<file path="config.mk">
export PLATFORM = sky130hd
export DESIGN_NAME = hdlc_chan_fifo
export DESIGN_NICKNAME = d
export VERILOG_FILES = /design/src/rtl/hcf_pkg.sv /design/src/rtl/hcf_tx.sv /design/src/rtl/hcf_rx.sv /design/src/rtl/hdlc_chan_fifo.sv
export SDC_FILE = /design/constraint.sdc
export NUM_CORES = 2
export LEC_CHECK = 0
export ABC_AREA = 1
export BUFFER_PORTS_ARGS = -buffer_cell sky130_fd_sc_hd__buf_4
export CAP_MARGIN = 10
export CORE_MARGIN = 3
export CORE_UTILIZATION = 44
export DETAILED_ROUTE_END_ITERATION = 6
export HOLD_SLACK_MARGIN = 0.1
export PLACE_DENSITY = 0.7
export SETUP_SLACK_MARGIN = 0.1
export SYNTH_ARGS = -nofsm -noshare
export SYNTH_HDL_FRONTEND = slang
export SYNTH_SLANG_ARGS = --single-unit
</file>
<file path="constraint.sdc">
create_clock -name clk -period 8.82 [get_ports clk]
set_clock_uncertainty 0.1 [all_clocks]
set_input_delay 0.882 -clock clk [delete_from_list [all_inputs] [get_ports clk]]
set_output_delay 0.882 -clock clk [all_outputs]
set_load 0.01 [all_outputs]
</file>
<file path="src/rtl/hcf_pkg.sv">
package hcf_pkg;
   // byte-count width shared by length fields (pools up to 128 bytes)
   localparam int unsigned LEN_W = 8;

   // command bits (control byte 0)
   localparam int unsigned CMD_END_BIT  = 0;
   localparam int unsigned CMD_RXRST    = 5;
   localparam int unsigned CMD_TXRST    = 7;

   // mode bits (control byte 2)
   localparam int unsigned MODE_TRANS   = 1;
   localparam int unsigned MODE_BIG     = 5;
   localparam int unsigned MODE_LOOP    = 7;

   typedef enum logic [1:0] {
      TX_IDLE = 2'd0,
      TX_FILL = 2'd1,
      TX_SEND = 2'd2,
      TX_HALT = 2'd3
   } tx_state_e;
endpackage

</file>
<file path="src/rtl/hcf_tx.sv">
module hcf_tx
   import hcf_pkg::*;
#(
   parameter int unsigned POOL_MAX = 128
) (
   input  logic             clk,
   input  logic             rst_n,
   input  logic             txrst_i,
   input  logic [LEN_W-1:0] fs_i,
   input  logic [7:0]       xlen_i,
   input  logic             xend_i,
   input  logic             trans_i,
   input  logic             push_i,
   input  logic [31:0]      push_data_i,
   input  logic             req_i,
   output logic             vld_o,
   output logic [7:0]       byte_o,
   output logic             last_o,
   output logic             done_o,
   output logic             udr_o
);
   localparam int unsigned WORDS = POOL_MAX / 4;
   localparam int unsigned PTR_W = $clog2(WORDS);

   logic [31:0]      mem [WORDS];
   tx_state_e        st_q;
   logic [LEN_W-1:0] len_q, rd_q, blk_len, lm1;
   logic [PTR_W-1:0] wp_q, last_w;
   logic             blk_end_q, open_q;
   logic             vld_q, last_q, done_q, udr_q;
   logic [7:0]       byte_q;
   logic             wr_en;
   logic [PTR_W-1:0] wr_addr;
   logic [31:0]      cur_word, shifted;
   logic             stall;

   always_comb begin
      blk_len  = (xlen_i == 8'd0 || xlen_i > fs_i) ? fs_i : xlen_i;
      lm1      = len_q - LEN_W'(1);
      last_w   = lm1[PTR_W+1:2];
      stall    = req_i && open_q;
      wr_en    = push_i && !txrst_i &&
                 ((st_q == TX_IDLE) || (st_q == TX_FILL && !stall));
      wr_addr  = (st_q == TX_IDLE) ? '0 : wp_q;
      cur_word = mem[rd_q[PTR_W+1:2]];
      shifted  = cur_word >> {rd_q[1:0], 3'b000};
   end

   always_ff @(posedge clk) begin
      if (wr_en) mem[wr_addr] <= push_data_i;
   end

   always_ff @(posedge clk) begin
      if (!rst_n) begin
         st_q      <= TX_IDLE;
         len_q     <= '0;
         rd_q      <= '0;
         wp_q      <= '0;
         blk_end_q <= 1'b0;
         open_q    <= 1'b0;
         vld_q     <= 1'b0;
         last_q    <= 1'b0;
         byte_q    <= '0;
         done_q    <= 1'b0;
         udr_q     <= 1'b0;
      end else begin
         vld_q  <= 1'b0;
         last_q <= 1'b0;
         done_q <= 1'b0;
         udr_q  <= 1'b0;
         if (txrst_i) begin
            st_q   <= TX_IDLE;
            open_q <= 1'b0;
            rd_q   <= '0;
            wp_q   <= '0;
            done_q <= 1'b1;
         end else begin
            unique case (st_q)
               TX_IDLE: begin
                  if (push_i) begin
                     len_q     <= blk_len;
                     blk_end_q <= xend_i && !trans_i;
                     rd_q      <= '0;
                     wp_q      <= PTR_W'(1);
                     st_q      <= (blk_len <= LEN_W'(4)) ? TX_SEND : TX_FILL;
                  end else if (stall) begin
                     udr_q <= 1'b1;
                     st_q  <= TX_HALT;
                  end
               end
               TX_FILL: begin
                  if (stall) begin
                     udr_q <= 1'b1;
                     st_q  <= TX_HALT;
                  end else if (push_i) begin
                     wp_q <= wp_q + PTR_W'(1);
                     if (wp_q == last_w) st_q <= TX_SEND;
                  end
               end
               TX_SEND: begin
                  if (req_i) begin
                     vld_q  <= 1'b1;
                     byte_q <= shifted[7:0];
                     if (rd_q == lm1) begin
                        last_q <= blk_end_q;
                        open_q <= !blk_end_q;
                        done_q <= 1'b1;
                        st_q   <= TX_IDLE;
                     end else begin
                        rd_q <= rd_q + LEN_W'(1);
                     end
                  end
               end
               TX_HALT: ;
               default: st_q <= TX_IDLE;
            endcase
         end
      end
   end

   assign vld_o  = vld_q;
   assign byte_o = byte_q;
   assign last_o = last_q;
   assign done_o = done_q;
   assign udr_o  = udr_q;

   // a halted transmitter puts nothing on the line
   a_r5_halt_silent: assert property (@(posedge clk) disable iff (!rst_n)
      (st_q == TX_HALT) |-> !vld_q);
   // the send pointer never leaves the armed block
   a_r3_send_in_block: assert property (@(posedge clk) disable iff (!rst_n)
      (st_q == TX_SEND) |-> (len_q != '0 && rd_q < len_q));
endmodule

</file>
<file path="src/rtl/hcf_rx.sv">
module hcf_rx
   import hcf_pkg::*;
#(
   parameter int unsigned POOL_MAX = 128
) (
   input  logic             clk,
   input  logic             rst_n,
   input  logic             rxrst_i,
   input  logic [LEN_W-1:0] fs_i,
   input  logic             trans_i,
   input  logic             in_vld_i,
   input  logic [7:0]       in_byte_i,
   input  logic             in_end_i,
   input  logic             in_crc_ok_i,
   input  logic             in_abort_i,
   input  logic             pop_i,
   output logic [31:0]      pop_data_o,
   output logic             held_o,
   output logic [LEN_W-1:0] len_o,
   output logic             fend_o,
   output logic [2:0]       qual_o,
   output logic             ovf_o,
   output logic             ready_o
);
   localparam int unsigned WORDS = POOL_MAX / 4;
   localparam int unsigned PTR_W = $clog2(WORDS);

   logic             held_q, fend_q, ovf_q, ready_q;
   logic [LEN_W-1:0] cnt_q, len_q, lm1;
   logic [PTR_W-1:0] rd_q, last_w;
   logic [2:0]       qual_q;
   logic             wr_en, full, fin;

   always_comb begin
      lm1    = len_q - LEN_W'(1);
      last_w = lm1[PTR_W+1:2];
      wr_en  = in_vld_i && !held_q && !rxrst_i;
      full   = (cnt_q == fs_i - LEN_W'(1));
      fin    = !trans_i && in_end_i;
   end

   for (genvar g = 0; g < 4; g++) begin : g_lane
      logic [7:0] lane_mem [WORDS];
      always_ff @(posedge clk) begin
         if (wr_en && cnt_q[1:0] == 2'(g))
            lane_mem[cnt_q[PTR_W+1:2]] <= in_byte_i;
      end
      assign pop_data_o[8*g +: 8] = lane_mem[rd_q];
   end

   always_ff @(posedge clk) begin
      if (!rst_n) begin
         held_q  <= 1'b0;
         cnt_q   <= '0;
         len_q   <= '0;
         rd_q    <= '0;
         fend_q  <= 1'b0;
         qual_q  <= '0;
         ovf_q   <= 1'b0;
         ready_q <= 1'b0;
      end else begin
         ready_q <= 1'b0;
         if (rxrst_i) begin
            held_q <= 1'b0;
            cnt_q  <= '0;
            len_q  <= '0;
            rd_q   <= '0;
            fend_q <= 1'b0;
            qual_q <= '0;
            ovf_q  <= 1'b0;
         end else if (held_q) begin
            if (in_vld_i) begin
               ovf_q   <= 1'b1;
               ready_q <= 1'b1;
            end
            if (pop_i) begin
               if (rd_q == last_w) begin
                  held_q <= 1'b0;
                  rd_q   <= '0;
                  cnt_q  <= '0;
                  len_q  <= '0;
                  fend_q <= 1'b0;
                  qual_q <= '0;
               end else begin
                  rd_q <= rd_q + PTR_W'(1);
               end
            end
         end else if (in_vld_i) begin
            if (full || fin) begin
               held_q  <= 1'b1;
               len_q   <= cnt_q + LEN_W'(1);
               ready_q <= 1'b1;
               fend_q  <= fin;
               qual_q  <= fin ? {in_abort_i, !in_abort_i, in_crc_ok_i && !in_abort_i} : 3'b000;
            end else begin
               cnt_q <= cnt_q + LEN_W'(1);
            end
         end
      end
   end

   assign held_o  = held_q;
   assign len_o   = len_q;
   assign fend_o  = fend_q;
   assign qual_o  = qual_q;
   assign ovf_o   = ovf_q;
   assign ready_o = ready_q;

   // overflow stays flagged until the receiver is reset
   a_r10_ovf_sticky: assert property (@(posedge clk) disable iff (!rst_n)
      (ovf_q && !rxrst_i) |=> ovf_q);
   // a held block holds between one byte and one full pool
   a_r7_len_bound: assert property (@(posedge clk) disable iff (!rst_n)
      held_q |-> (len_q != '0 && len_q <= LEN_W'(POOL_MAX)));
   // the final pop of a block releases the pool
   a_r9_release: assert property (@(posedge clk) disable iff (!rst_n)
      (held_q && pop_i && !rxrst_i && rd_q == last_w) |=> !held_q);
endmodule

</file>
<file path="src/rtl/hdlc_chan_fifo.sv">
module hdlc_chan_fifo
   import hcf_pkg::*;
#(
   parameter int unsigned SMALL_BYTES  = 32,
   parameter int unsigned LARGE_BYTES  = 128,
   parameter logic [3:0]  HW_VERSION   = 4'h2,
   parameter bit          HAS_LOOPBACK = 1'b1
) (
   input  logic        clk,
   input  logic        rst_n,
   input  logic        ctrl_we,
   input  logic [31:0] ctrl_wdata,
   input  logic        stat_re,
   output logic [31:0] stat_rdata,
   input  logic        tx_push,
   input  logic [31:0] tx_wdata,
   input  logic        rx_pop,
   output logic [31:0] rx_rdata,
   output logic        irq,
   input  logic        line_tx_req,
   output logic        line_tx_vld,
   output logic [7:0]  line_tx_byte,
   output logic        line_tx_end,
   input  logic        line_rx_vld,
   input  logic [7:0]  line_rx_byte,
   input  logic        line_rx_end,
   input  logic        line_rx_crc_ok,
   input  logic        line_rx_abort
);
   localparam logic [LEN_W-1:0] FS_SMALL = LEN_W'(SMALL_BYTES);
   localparam logic [LEN_W-1:0] FS_LARGE = LEN_W'(LARGE_BYTES);

   if (LARGE_BYTES > 128 || SMALL_BYTES > LARGE_BYTES || SMALL_BYTES < 4 ||
       (SMALL_BYTES % 4) != 0 || (LARGE_BYTES % 4) != 0 ||
       (LARGE_BYTES & (LARGE_BYTES - 1)) != 0) begin : g_bad_params
      $error("hdlc_chan_fifo: pool sizes must be multiples of 4, small <= large <= 128, large a power of two");
   end

   logic [7:0]       xlen_q, mode_q;
   logic             xend_q;
   logic             txrst, rxrst, trans;
   logic [LEN_W-1:0] fs;

   always_ff @(posedge clk) begin
      if (!rst_n) begin
         xlen_q <= '0;
         xend_q <= 1'b0;
         mode_q <= '0;
      end else if (ctrl_we) begin
         xend_q <= ctrl_wdata[CMD_END_BIT];
         xlen_q <= ctrl_wdata[15:8];
         mode_q <= ctrl_wdata[23:16];
      end
   end

   assign txrst = ctrl_we && ctrl_wdata[CMD_TXRST];
   assign rxrst = ctrl_we && ctrl_wdata[CMD_RXRST];
   assign trans = mode_q[MODE_TRANS];
   assign fs    = mode_q[MODE_BIG] ? FS_LARGE : FS_SMALL;

   logic tx_vld, tx_last, tx_done, tx_udr;
   logic [7:0] tx_byte;

   hcf_tx #(.POOL_MAX(LARGE_BYTES)) u_tx (
      .clk(clk), .rst_n(rst_n), .txrst_i(txrst), .fs_i(fs),
      .xlen_i(xlen_q), .xend_i(xend_q), .trans_i(trans),
      .push_i(tx_push), .push_data_i(tx_wdata), .req_i(line_tx_req),
      .vld_o(tx_vld), .byte_o(tx_byte), .last_o(tx_last),
      .done_o(tx_done), .udr_o(tx_udr)
   );

   assign line_tx_vld  = tx_vld;
   assign line_tx_byte = tx_byte;
   assign line_tx_end  = tx_last;

   logic       rin_vld, rin_end, rin_crc, rin_abort;
   logic [7:0] rin_byte;

   if (HAS_LOOPBACK) begin : g_loop
      logic loop;
      assign loop      = mode_q[MODE_LOOP];
      assign rin_vld   = loop ? tx_vld  : line_rx_vld;
      assign rin_byte  = loop ? tx_byte : line_rx_byte;
      assign rin_end   = loop ? tx_last : line_rx_end;
      assign rin_crc   = loop ? 1'b1    : line_rx_crc_ok;
      assign rin_abort = loop ? 1'b0    : line_rx_abort;
   end else begin : g_direct
      assign rin_vld   = line_rx_vld;
      assign rin_byte  = line_rx_byte;
      assign rin_end   = line_rx_end;
      assign rin_crc   = line_rx_crc_ok;
      assign rin_abort = line_rx_abort;
   end

   logic             rx_held, rx_fend, rx_ovf, rx_ready;
   logic [LEN_W-1:0] rx_len;
   logic [2:0]       rx_qual;

   hcf_rx #(.POOL_MAX(LARGE_BYTES)) u_rx (
      .clk(clk), .rst_n(rst_n), .rxrst_i(rxrst), .fs_i(fs), .trans_i(trans),
      .in_vld_i(rin_vld), .in_byte_i(rin_byte), .in_end_i(rin_end),
      .in_crc_ok_i(rin_crc), .in_abort_i(rin_abort),
      .pop_i(rx_pop), .pop_data_o(rx_rdata), .held_o(rx_held),
      .len_o(rx_len), .fend_o(rx_fend), .qual_o(rx_qual),
      .ovf_o(rx_ovf), .ready_o(rx_ready)
   );

   logic xpr_q, xdu_q, rpr_q;

   always_ff @(posedge clk) begin
      if (!rst_n) begin
         xpr_q <= 1'b1;
         xdu_q <= 1'b0;
         rpr_q <= 1'b0;
      end else begin
         xpr_q <= tx_done  || (xpr_q && !stat_re);
         xdu_q <= tx_udr   || (xdu_q && !stat_re);
         rpr_q <= rx_ready || (rpr_q && !stat_re);
      end
   end

   logic [6:0] len_field;
   assign len_field  = (rx_len == fs) ? 7'd0 : rx_len[6:0];
   assign stat_rdata = {4'h0, HW_VERSION, 9'h000, len_field,
                        xpr_q, xdu_q, rpr_q, rx_ovf, rx_qual, rx_fend};
   assign irq        = xpr_q || xdu_q || rpr_q;

   // a finished block always leaves transmit-ready set
   a_r4_ready_after_done: assert property (@(posedge clk) disable iff (!rst_n)
      tx_done |=> xpr_q);
   // a read with no new completion clears transmit-ready
   a_r11_read_clears: assert property (@(posedge clk) disable iff (!rst_n)
      (stat_re && !tx_done) |=> !xpr_q);
   // the frame-end bit only appears with a held block
   a_r6_end_needs_block: assert property (@(posedge clk) disable iff (!rst_n)
      rx_fend |-> rx_held);
endmodule

</file>
# Word-level counts from Yosys, hierarchy flattened
# Memory sizes are Yosys's and may differ from the RTL's. A register that Yosys moved wholly into a read port is not among the register bits.
# Cells that the tools add are included.
# Widths: inputs -> output; s select.
[word_totals]
ff_bits = 85
ram_bits = 2048
out_inout_bits = 75
mem_count = 5
word_cells = 204
[mem_list]
columns = ["name", "words", "word_bits", "rd", "rd_clocked_by_memory_dff", "write_ports", "line_no", "text"]
rows = [
  ["u_tx.mem", 32, 32, 1, 1, 1, "hcf_tx.sv:25", "logic [31:0] mem [WORDS];"],
  ["u_rx.g_lane[0].lane_mem", 32, 8, 1, 1, 1, "hcf_rx.sv:43", "logic [7:0] lane_mem [WORDS];"],
  ["u_rx.g_lane[1].lane_mem", 32, 8, 1, 1, 1, "hcf_rx.sv:43", ""],
  ["u_rx.g_lane[2].lane_mem", 32, 8, 1, 1, 1, "hcf_rx.sv:43", ""],
  ["u_rx.g_lane[3].lane_mem", 32, 8, 1, 1, 1, "hcf_rx.sv:43", ""],
]
[op_classes]
muxes = 81
eq_ne = 22
bitwise = 5
shift = 1
n_reduce_logical = 56
magnitude_cmp = 2
addsub = 7
[ops]
columns = ["cell", "n"]
rows = [
  ["$mux 8", 14],
  ["$mux 5", 15],
  ["$mux 1", 33],
  ["$shr 32x5->8", 1],
  ["$eq 8x8->1", 3],
  ["$logic_and 1x1->1", 18],
  ["$mux 3", 6],
  ["$add 8x1->8 const B", 2],
  ["$mux 2", 8],
  ["$pmux 8 s2", 1],
  ["$reduce_and 4->1", 4],
  ["$sub 8x1->8 const B", 2],
  ["$ne 2x2->1 const B", 7],
  ["$add 5x1->5 const B", 2],
  ["$eq 5x5->1", 2],
  ["$pmux 5 s2", 1],
  ["$ne 3x2->1 const B", 3],
  ["$reduce_and 3->1", 3],
  ["$gt 8x8->1", 1],
  ["$le 8x3->1 const B", 1],
  ["$logic_not 1->1", 8],
  ["$logic_not 8->1", 1],
  ["$logic_or 1x1->1", 8],
  ["$reduce_bool 2->1", 4],
  ["other kinds (15)", 26],
]

# Longest topological paths before layout
[depth]
word_depth = 8
depth_mapped = 17

# By module
# From an unflattened synthesis, not the netlist that was laid out.
[unflattened]
hier_cells = 6941
hier_area_um2 = 86250.2
[modules_own_cells]
columns = ["module", "seq_area_each_um2", "area_per_inst_um2", "instances", "cells_per_inst"]
rows = [
  ["hcf_tx", 31590.3, 43075.1, 1, 3496],
  ["hcf_rx", 31410.1, 42230.5, 1, 3301],
  ["hdlc_chan_fifo", 300.3, 944.7, 1, 144],
]

# Worst setup path before layout
# No wires, ideal clock.
[synth_timing]
kind = "register -> register"
startpoint = "reg mode_q[7]"
endpoint = "mem u_rx.g_lane[0].lane_mem[0][0] (data pin)"
n_path_buf = 2
arrival_time_ns = 5.774
synth_period_minus_slack_ns = 7.071
stages_incl_launch_ff = 5
path_slack_ns = 1.749
path_cell_list = "dfxtp_1 > inv_1 > clkbuf_1 > clkbuf_1 > o21ai_0"
[synth_between]
elab_chain_len = 1
[synth_rtl]
columns = ["element", "line_no", "text"]
rows = [
  ["start: declaration", "hdlc_chan_fifo.sv:39", "logic [7:0] xlen_q, mode_q;"],
  ["start signal: assignment", "hdlc_chan_fifo.sv:52", "mode_q <= ctrl_wdata[23:16];"],
  ["$mux 8", "hdlc_chan_fifo.sv:83", "assign rin_byte = loop ? tx_byte : line_rx_byte;"],
  ["named net rin_byte[0]", "hdlc_chan_fifo.sv:77", "logic [7:0] rin_byte;"],
  ["end: declaration", "hcf_rx.sv:43", ""],
]
# The timed path passes the listed nets, and every way through them passes these cells.

==> impl_metrics.tcl <==
set metrics [dict create \
    yosysUniqueCellTypes 47 \
    power_leakage_nw 31.7 \
    slew_violations 0 \
    cp-end-kind "output port" \
    placed_cells 9288 \
    yosysTopAreaCellShare_pct 71.5 \
    instances_no_fill 9665 \
    postRouteAntennaNets 0 \
    grt_util_all_layers_pct 22.1 \
    cts_resized 0 \
    dieHeight_um 448 \
    vias_per_cell 5.87 \
    drc_errors 1 \
    final_common_cell "edfxtp_1" \
    maxCapViolations 0 \
    tightest_slew_ns 1.24 \
    synth.area.top_cells "edfxtp_1 71%, nand3_1 6.4%, nand2_1 5.6%, nor2_1 3.6%, o21ai_0 3.3%" \
    finalWirelength_mm 227 \
    period_share_pct 64.6 \
    violations "design-rule violations" \
    whs_ns 0.176 \
    cts_setup_buffers 0 \
    grt_max_degree 191 \
    portBuffers 122 \
    final-hold-violation-count 0 \
    asyncSetResetFlopFracSynth_pct 0 \
    vdd_drop_max_v 0.000204 \
    synth_edf_count 2048 \
    status "finished, violations left" \
    grt_first_pass_wirelength_mm 336 \
    layout-drive-gt1-share_pct 7.93 \
    period_needed_ns 5.70 \
    fmax_mhz 175 \
    cts_inserted_buffers 202 \
    critical_path_required_ns 7.84 \
    power.density_mw_per_mm2 219 \
    area_growth_pct 11.0 \
    synth_area_per_cell_um2 12.2 \
    clockRootBuffer "clkbuf_16" \
    insertion_delay_ns 0.86 \
    cts-hold-fix-buffers 0 \
    final_cell_mix "2048 x edfxtp_1, 1284 x nand2_1, 1105 x nand3_1, 792 x nor2_1, 564 x o21ai_0" \
    rows 161 \
    yosysTopAreaCell "edfxtp_1" \
    cp.arrival_ns 4.72 \
    yosysSeqAreaShare_pct 73.6 \
    numClockSinks 2138 \
    final_nets 7063 \
    grt_pass1_vias 54000 \
    tritoncts "built" \
    antenna_found_initial 8 \
    place_hpwl_mm 123 \
    min_path_type "in -> reg" \
    synth-seq-cells 2138 \
    grt_setup_unrepaired "no" \
    synth_area_mm2 0.0860 \
    fin_util_pct 49.4 \
    die_width_um 448 \
    cp_max_fo 74 \
    setup_tns_ns 0 \
    num_vias 56700 \
    start_util_pct 44.5 \
    dr.first_iter.drc_count 7025 \
    setup_violations 0 \
    ctsLongestPathBuffers 3 \
    finalPower_mw 20.9 \
    synthCells 7034 \
    htreeDepth 4 \
    ys_warn_count 0 \
    start_kind "flop" \
    routedWlPerCell_um 23.5 \
    num_io_pins 158 \
    drtPass1Iterations 7 \
    ys.flop_type "edfxtp_1" \
    die-area_mm2 0.201 \
    path_class "reg -> out" \
    grt_overflow 0 \
    clk_pin_slew_ns 0.06 \
    slew_headroom_pct 16.1 \
    fp.coreArea_mm2 0.193 \
    gp_congestion 0.834 \
]
layer usage:
metal  GRT usage [%]  vias to the layer above  part of all wire [%]
met1            29.7                    27800                    39
met5               0                        -                 0.012
li1                -                    25400                     -
met2            35.2                     3014                    47
met3            4.25                      496                   9.7
met4            9.69                        4                   4.3
cells by family (layout without fill, tap and decap cells):
group / Yosys count / count (layout) / share of synthesized area, %
AOI/OAI and AO/OA: 985 / 985 / 6.92
xor gates and xnor gates: 10 / 10 / 0.102
adders and majority gates: 14 / 14 / 0.204
buffers and inverters: 620 / 705 / 3.15
DFF: 2138 / 2138 / 73.6
other: 2 / 22 / 0.00873
and+or+nand+nor: 3265 / 3265 / 16.0
power breakdown:
group	switching, mW	total (mW)	internal, mW
Clock	3.80	8.45	4.66
Sequential	0.0519	11.3	11.3
Combinational	0.882	1.14	0.258
Total	4.73	20.9	16.2
state kept, by name, indices dropped and copies added, names as in the netlist, 2 cells and up, named ones only:
signal and count:
u_tx.len_q 8, u_tx.wp_q 5, u_rx.cnt_q 8, u_rx.g_lane.lane_mem 1024
u_rx.len_o 8, u_tx.mem 1024, xlen_q 8, u_tx.byte_o 8
u_tx.st_q 2, u_tx.rd_q 8, u_rx.qual_o 3, mode_q 3
u_rx.rd_q 5
synth_stat cells (30+ instances only):
| library cell | number |
|---|---|
| nand2_1 | 1284 |
| nor2_1 | 822 |
| a32oi_1 | 30 |
| inv_1 | 114 |
| clkbuf_1 | 263 |
| edfxtp_1 | 2048 |
| dfxtp_1 | 90 |
| buf_2 | 160 |
| buf_4 | 47 |
| o21ai_0 | 572 |
| o22ai_1 | 50 |
| a21oi_1 | 72 |
| a31oi_1 | 32 |
| nand3_1 | 1105 |
| o221ai_1 | 206 |
layout make-up:
class / instances / area (um^2)
multi-input combinational: 4291 / 20400
antenna: 5 / 12.5
inverter: 123 / 507
timing repair buffer: 210 / 1650
clock inverter: 113 / 1160
fill: 16300 / 97900
clock buffer: 259 / 5290
sequential: 2138 / 63300
tap: 2526 / 3160
per-stage QoR:
stage          worst slack, ns  area (um^2)
6_report                  3.12        95500
3_3_place_gp              4.02        89100
4_1_cts                   3.15        95500
2_1_floorplan             1.75        86100
5_1_grt                   3.02        95500
3_5_place_dp              4.07        89100
worst max-delay path, stage by stage, from the launching register on:
cell	delay (ns)
dfxtp_4	0.61
buf_4	0.74
buf_4	0.77
o21ai_0	0.23
o22ai_1	0.21
nor2_1	0.06
nor2_1	0.12
o21ai_1	0.12
a32oi_1	0.65
buf_4	0.24
path summary, 6_finish.rpt:
check	cells after the start	from	to	slack, ns
max	9	flop	rx_rdata[16]	3.12
min	3	ctrl_wdata[10]	xlen_q[2]$_SDFFE_PN0P_	0.18
max reg2reg	12	flop	u_tx.byte_o[4]$_SDFFE_PN0P_	4.61
min reg2reg	2	u_tx.done_o$_SDFF_PN0_	xpr_q$_SDFF_PN1_	0.33
(Power assumes the default switching activity.)
